$ cat src/rtl/gpe_pkg.sv
package gpe_pkg;
    localparam int unsigned GPE_SEL_W = 2;

    typedef enum logic [GPE_SEL_W-1:0] {
        SEL_STATUS   = 2'd0,
        SEL_ENABLE   = 2'd1,
        SEL_POLARITY = 2'd2,
        SEL_TRIGGER  = 2'd3
    } gpe_sel_e;
endpackage

$ cat src/rtl/gpe_sync.sv
// Two-stage synchroniser for a vector of asynchronous event inputs.
module gpe_sync #(
    parameter int unsigned W = 8
) (
    input  logic         clk,
    input  logic         rst_n,
    input  logic [W-1:0] async_i,
    output logic [W-1:0] sync_o
);
    typedef struct packed {
        logic [W-1:0] s1;
        logic [W-1:0] s2;
    } sync_t;

    sync_t st_d, st_q;

    always_comb begin
        st_d    = st_q;
        st_d.s1 = async_i;
        st_d.s2 = st_q.s1;
    end

    always_ff @(posedge clk or negedge rst_n) begin
        if (!rst_n) st_q <= '0;
        else        st_q <= st_d;
    end

    assign sync_o = st_q.s2;
endmodule

$ cat src/rtl/gpe_capture.sv
// Applies polarity, then produces per-event set pulses by level or by edge.
module gpe_capture #(
    parameter int unsigned W = 8
) (
    input  logic         clk,
    input  logic         rst_n,
    input  logic [W-1:0] evt_i,
    input  logic [W-1:0] invert_i,
    input  logic [W-1:0] level_i,
    output logic [W-1:0] set_o
);
    logic [W-1:0] active;
    logic [W-1:0] prev_d, prev_q;

    assign active = evt_i ^ invert_i;

    always_comb begin
        prev_d = active;
    end

    for (genvar i = 0; i < W; i++) begin : g_bit
        assign set_o[i] = level_i[i] ? active[i] : (active[i] & ~prev_q[i]);
    end

    always_ff @(posedge clk or negedge rst_n) begin
        if (!rst_n) prev_q <= '0;
        else        prev_q <= prev_d;
    end
endmodule

$ cat src/rtl/gpe_status_ctrl.sv
module gpe_status_ctrl #(
    parameter int unsigned NUM_FIXED = 16,
    parameter int unsigned NUM_GPIO  = 16,
    localparam int unsigned EVT_W    = NUM_FIXED + NUM_GPIO
) (
    input  logic                 clk,
    input  logic                 rst_n,
    input  logic [NUM_FIXED-1:0] fixed_evt_i,
    input  logic [NUM_GPIO-1:0]  gpio_i,
    input  logic [1:0]           reg_addr_i,
    input  logic                 reg_wr_i,
    input  logic [EVT_W-1:0]     reg_wdata_i,
    output logic [EVT_W-1:0]     reg_rdata_o,
    output logic                 irq_o
);
    import gpe_pkg::*;

    localparam logic [EVT_W-1:0] POL_MASK = {{NUM_GPIO{1'b1}}, {NUM_FIXED{1'b0}}};

    typedef struct packed {
        logic [EVT_W-1:0] status;
        logic [EVT_W-1:0] enable;
        logic [EVT_W-1:0] polarity;
        logic [EVT_W-1:0] trigger;
        logic             irq;
    } ctrl_t;

    ctrl_t st_d, st_q;

    logic [EVT_W-1:0] raw_evt;
    logic [EVT_W-1:0] sync_evt;
    logic [EVT_W-1:0] set_evt;
    logic [EVT_W-1:0] clr_evt;
    gpe_sel_e         sel;

    assign raw_evt = {gpio_i, fixed_evt_i};
    assign sel     = gpe_sel_e'(reg_addr_i);

    gpe_sync #(.W(EVT_W)) u_sync (
        .clk     (clk),
        .rst_n   (rst_n),
        .async_i (raw_evt),
        .sync_o  (sync_evt)
    );

    gpe_capture #(.W(EVT_W)) u_cap (
        .clk      (clk),
        .rst_n    (rst_n),
        .evt_i    (sync_evt),
        .invert_i (st_q.polarity),
        .level_i  (st_q.trigger),
        .set_o    (set_evt)
    );

    always_comb begin
        st_d    = st_q;
        clr_evt = (reg_wr_i && sel == SEL_STATUS) ? reg_wdata_i : '0;

        // clear wins over a simultaneous set; level events return next clock
        st_d.status = (st_q.status | set_evt) & ~clr_evt;

        if (reg_wr_i) begin
            unique case (sel)
                SEL_ENABLE:   st_d.enable   = reg_wdata_i;
                SEL_POLARITY: st_d.polarity = reg_wdata_i & POL_MASK;
                SEL_TRIGGER:  st_d.trigger  = reg_wdata_i;
                default:      ;
            endcase
        end

        st_d.irq = |(st_q.status & st_q.enable);
    end

    always_ff @(posedge clk or negedge rst_n) begin
        if (!rst_n) st_q <= '0;
        else        st_q <= st_d;
    end

    always_comb begin
        unique case (sel)
            SEL_STATUS:   reg_rdata_o = st_q.status;
            SEL_ENABLE:   reg_rdata_o = st_q.enable;
            SEL_POLARITY: reg_rdata_o = st_q.polarity;
            default:      reg_rdata_o = st_q.trigger;
        endcase
    end

    assign irq_o = st_q.irq;
endmodule

$ cat config.mk
export PLATFORM = sky130hd
export DESIGN_NAME = gpe_status_ctrl
export DESIGN_NICKNAME = d
export VERILOG_FILES = /design/src/rtl/gpe_pkg.sv /design/src/rtl/gpe_sync.sv /design/src/rtl/gpe_capture.sv /design/src/rtl/gpe_status_ctrl.sv
export SDC_FILE = /design/constraint.sdc
export NUM_CORES = 1
export LEC_CHECK = 0
export CAP_MARGIN = 20
export CORE_MARGIN = 2
export CORE_UTILIZATION = 35
export DETAILED_ROUTE_END_ITERATION = 10
export REMOVE_ABC_BUFFERS = 1
export SETUP_SLACK_MARGIN = 0.05
export SLEW_MARGIN = 20
export SYNTH_ARGS = -nofsm -noshare
export SYNTH_HDL_FRONTEND = slang
export SYNTH_SLANG_ARGS = --single-unit
$ cat constraint.sdc
create_clock -name clk -period 1.4 [get_ports clk]
set_input_delay 0.21 -clock clk [delete_from_list [all_inputs] [get_ports clk]]
set_output_delay 0.21 -clock clk [all_outputs]
set_load 0.02 [all_outputs]
After elaboration in Yosys (flattened, before gate mapping)
Cells that the tools add are included.
{"block": "totals", "output_inout_bits": 33, "inputBits": 69, "ff_bits": 209, "wordCells": 120}
{"block": "classes", "n_bitwise": 69, "eq_ne": 3, "n_reduce_logical": 6, "n_mux": 34}
{"op": "$pmux W32 S3", "count": 1}
{"op": "$and A32 B32 Y32", "count": 2}
{"op": "$and A1 B1 Y1", "count": 32}
{"op": "$mux W1", "count": 32}
{"op": "$mux W32", "count": 1}
{"op": "$not A1 Y1", "count": 32}
{"op": "$not A32 Y32", "count": 1}
{"op": "$or A32 B32 Y32", "count": 1}
{"op": "$reduce_or A32 Y1", "count": 1}
{"op": "$xor A32 B32 Y32", "count": 1}
{"op": "$reduce_and A2 Y1", "count": 3}
{"op": "$eq A2 B2 Y1 const B", "count": 2}
{"op": "$eq A2 B1 Y1 const B", "count": 1}
{"op": "$logic_not A2 Y1", "count": 1}
{"op": "$logic_and A1 B1 Y1", "count": 1}

Longest topological paths before layout
{"block": "depth", "ltp_word": 5, "depth_mapped": 6, "depth_no_buf": 3}

Modules after synthesis
A second synthesis with hierarchy kept.
{"block": "unflattened", "cells_unflattened": 560, "area_unflattened_um2": 8155.3}
{"module": "gpe_status_ctrl", "area_each_um2": 5112.4, "instances": 1, "cells_per_inst": 368, "seq_area_each_um2": 2827.7}
{"module": "gpe_sync", "area_each_um2": 1601.5, "instances": 1, "cells_per_inst": 64, "seq_area_each_um2": 1601.5}
{"module": "gpe_capture", "area_each_um2": 1441.4, "instances": 1, "cells_per_inst": 128, "seq_area_each_um2": 800.8}

Least setup slack after synthesis
OpenSTA, ideal clock, no wires.
{"block": "synth_path", "path_type": "input-to-output", "startpoint": "input port reg_addr_i[0]", "endpoint": "output port reg_rdata_o[3]", "setup_slack_ps": -49, "arrival_ps": 1239, "path_stages": 5, "t_required_ps": 1190, "n_path_buf": 3, "path_cell_list": "buf_6 buf_6 buf_6 mux2i_1 o21ai_0"}
{"block": "synth_between", "elab_chain_cells": 2, "elab_cells_between_ends": 4, "classes_between": "2 x eq/ne; 1 x mux; 1 x reduce/logical"}
{"element": "from (decl)", "line": "gpe_status_ctrl.sv:10", "text": "input logic [1:0] reg_addr_i,"}
{"element": "$eq A2 B2 Y1 (tied with other cells)", "line": "gpe_status_ctrl.sv:80", "text": "unique case (sel)"}
{"element": "$pmux W32 S3 (*)", "line": "gpe_status_ctrl.sv:80"}
{"element": "to (decl)", "line": "gpe_status_ctrl.sv:13", "text": "output logic [EVT_W-1:0] reg_rdata_o,"}
Every way passes the cells marked *; elsewhere a longest branch is shown, timed or not.

Worst setup path in the final report
{"block": "layout_path", "startpoint": "register st_q[27] (netlist name)", "endpoint": "output port reg_rdata_o[26]"}
{"block": "layout_between", "elab_chain_cells": 1}
{"element": "from (decl)", "line": "gpe_status_ctrl.sv:28", "text": "ctrl_t st_d, st_q;"}
{"element": "from (signal assigned)", "line": "gpe_status_ctrl.sv:76", "text": "else st_q <= st_d;"}
{"element": "$pmux W32 S3", "line": "gpe_status_ctrl.sv:80"}
Every way passes these cells.

==> flow_metrics.env <==
export IMPL_start_util_pct=35.9
export IMPL_use_met1_pct=20.2
export IMPL_dieHeight_um=154
export IMPL_finalPower_mw=16.0
export IMPL_core_area_um2=22000
export IMPL_drive_above_1_share_pct=39.2
export IMPL_grt_use_met3_pct=3.66
export IMPL_maxSlewViolCount=0
export IMPL_critPathMaxStageDelay_ns=0.49
export IMPL_setup_viol_count_final=33
export IMPL_grt_use_met2_pct=27.4
export IMPL_root_buffer="clkbuf_16"
export IMPL_p_leak_nw=4.79
export IMPL_cts_made_buffers=23
export IMPL_clkTransAtPathRegs_ns=0.06
export IMPL_path_delay_family="multiplexers"
export IMPL_final_cell_mix="dfrtp_1, buf_4, mux2_2"
export IMPL_fin_area_um2=10900
export IMPL_tightest_slew_ns=0.432
export IMPL_ctsHtreeMaxLevel=1
export IMPL_track_usage_pct=16.0
export IMPL_crit_required_ns=1.19
export IMPL_place_area_um2=9980
export IMPL_final_hold_viol_count=0
export IMPL_relSlewSlack_pct=71.2
export IMPL_setup_ws_ns=-0.353
export IMPL_ys_seq_area_share_pct=66.3
export IMPL_area_growth_pct=38.3
export IMPL_cp_arrival_ns=1.54
export IMPL_grt_overflow_total=0
export IMPL_drt_iter0_drc=225
export IMPL_final_nets=808
export IMPL_cts_tree="yes"
export IMPL_grt_pass1_wl_um=29900
export IMPL_cp_max_fo=3
export IMPL_start_kind="flop"
export IMPL_synth_warnings=0
export IMPL_syn_inst=511
export IMPL_dp_final_hpwl_um=12600
export IMPL_ir_worst_vdd_mv=0.933
export IMPL_clock_sinks=209
export IMPL_fin_crit_sh_pct=125
export IMPL_via_per_inst=4.85
export IMPL_drt_wirelength_per_cell_um=17.8
export IMPL_grt_busiest_layer="met2"
export IMPL_p_per_area_nw_per_um2=1460
export IMPL_r2r_slack_ns=-0.19
export IMPL_first_global_vias=5637
export IMPL_drt_total_wl_um=18400
export IMPL_end_kind="primary output"
export IMPL_grt_max_degree=42
export IMPL_status="finished with violations"
export IMPL_drc=0
export IMPL_hold_class="primary input to flop"
export IMPL_io_buffers=101
export IMPL_clock_skew_ns=0.0194
export IMPL_cp_num_buf_inv=1
export IMPL_first_pass_iters=4
export IMPL_violations="setup timing"
export IMPL_ioPinCount=102
export IMPL_period_needed_ns=1.75
export IMPL_synth_area_per_cell_um2=15.4
export IMPL_ys_seq_elements=209
export IMPL_maxCapViolCount=0
export IMPL_rsz0062_at_grt="yes"
export IMPL_place_gp_congestion=0.819
export IMPL_antenna_found_initial=1
export IMPL_synth_distinct_cells=25
export IMPL_max_freq_mhz=570
export IMPL_synth_area_um2=7890
export IMPL_rows=54
export IMPL_cts_path_max_buffers=3
export IMPL_final_common_cell="dfrtp_1"
export IMPL_cp_slowest_cell="mux4_2"
export IMPL_path_class="flop to primary output"
export IMPL_dieArea_um2=23800
export IMPL_path_cells="mux4_2 > buf_6"
export IMPL_drtAntennaViolNets=0
export IMPL_num_vias=5010
export IMPL_die_x_um=154
export IMPL_clk_latency_ns=0.51
-- layout make-up --
class | count | area, um^2
fillers | 1876 | 11000
clock inverters | 6 | 36.3
clock buffers | 33 | 653
repair buffers | 223 | 2100
flip-flops and latches | 209 | 5230
diodes | 1 | 2.50
well taps | 280 | 350
multi-input cells | 282 | 2540
-- Yosys cell counts (all sizes together) --
| cell | instances | share of area, % |
|---|---|---|
| clkbuf | 2 | 0.11 |
| a22oi | 16 | 1.5 |
| nor3b | 1 | 0.16 |
| dfrtp | 209 | 66 |
| mux2 | 80 | 12 |
| mux4 | 16 | 4.6 |
| buf | 18 | 2.1 |
| and2 | 1 | 0.079 |
| or4 | 1 | 0.095 |
| nand3 | 1 | 0.22 |
| a21oi | 64 | 4.1 |
| xor2 | 16 | 1.8 |
| nand3b | 2 | 0.51 |
| nand4 | 4 | 0.32 |
| o21ai | 16 | 1.0 |
| nand2b | 32 | 2.5 |
| nand2 | 16 | 0.76 |
| mux2i | 16 | 2.0 |
-- power breakdown --
| part | total [mW] | internal [mW] | switching (mW) |
|---|---|---|---|
| logic | 3.23 | 1.91 | 1.32 |
| registers | 7.26 | 6.83 | 0.429 |
| clock network | 5.50 | 3.22 | 2.28 |
-- per-layer routing --
| layer | share of wire (%) | vias to the layer above |
|---|---|---|
| met2 | 50 | 122 |
| met4 | 2.1 | 0 |
| met1 | 42 | 2564 |
| met5 | 0 | - |
| li1 | - | 2296 |
| met3 | 5.2 | 28 |
-- registers in the layout, indices dropped and copies added (netlist names) --
signal / flops
u_sync.sync_o: 32
u_cap.prev_q: 32
irq_o: 1
u_sync.st_d: 32
st_q: 112
-- cell families (layout without fill, tap and decap cells) --
family,count (synthesis),count (layout),synth area share (%)
mux,112,112,18.5
flops,209,209,66.3
buf+inv,20,262,2.19
other cells,0,1,0
xor+xnor,16,16,1.78
compound gates,96,96,6.60
simple gates,58,58,4.68
-- metrics by stage --
stage	hold slack, ns	setup WS (ns)	util, %	TNS, ns	cells
floorplan	-0.0856	-0.0977	-	-3.13	491
global placement	0.193	-0.538	45.5	-40.78	966
detailed placement	0.205	-0.539	45.5	-41.56	966
CTS	0.116	-0.386	49.3	-8.01	1027
global route	0.115	-0.414	49.7	-9.33	1034
finish	0.138	-0.353	49.7	-7.19	1034
-- what timing repair did --
| item | CTS | global route |
|---|---|---|
| hold buffers | 1 | 0 |
| gates resized for setup | 197 | 10 |
| setup endpoints to repair | 34 | 33 |
| pin swaps | 5 | 6 |
| setup buffers | 21 | 7 |
| hold endpoints to repair | 42 | 0 |
| gates cloned | 0 | 0 |
-- worst paths after layout --
path                                     startpoint                         end  depth (start not counted)
setup reg to reg               st_q[86]$_DFFE_PN0P_             irq_o$_DFF_PN0_                          4
min in group asynchronous                     rst_n         st_q[103]$_DFF_PN0_                          2
hold reg to reg            u_sync.st_d[0]$_DFF_PN0_  u_sync.sync_o[0]$_DFF_PN0_                          0
setup / recovery               st_q[27]$_DFFE_PN0P_             reg_rdata_o[26]                          2
max in group asynchronous                     rst_n        st_q[15]$_DFFE_PN0P_                          3
hold / removal                       fixed_evt_i[2]    u_sync.st_d[2]$_DFF_PN0_                          1
No activity file was read; power rests on OpenSTA's default activity.
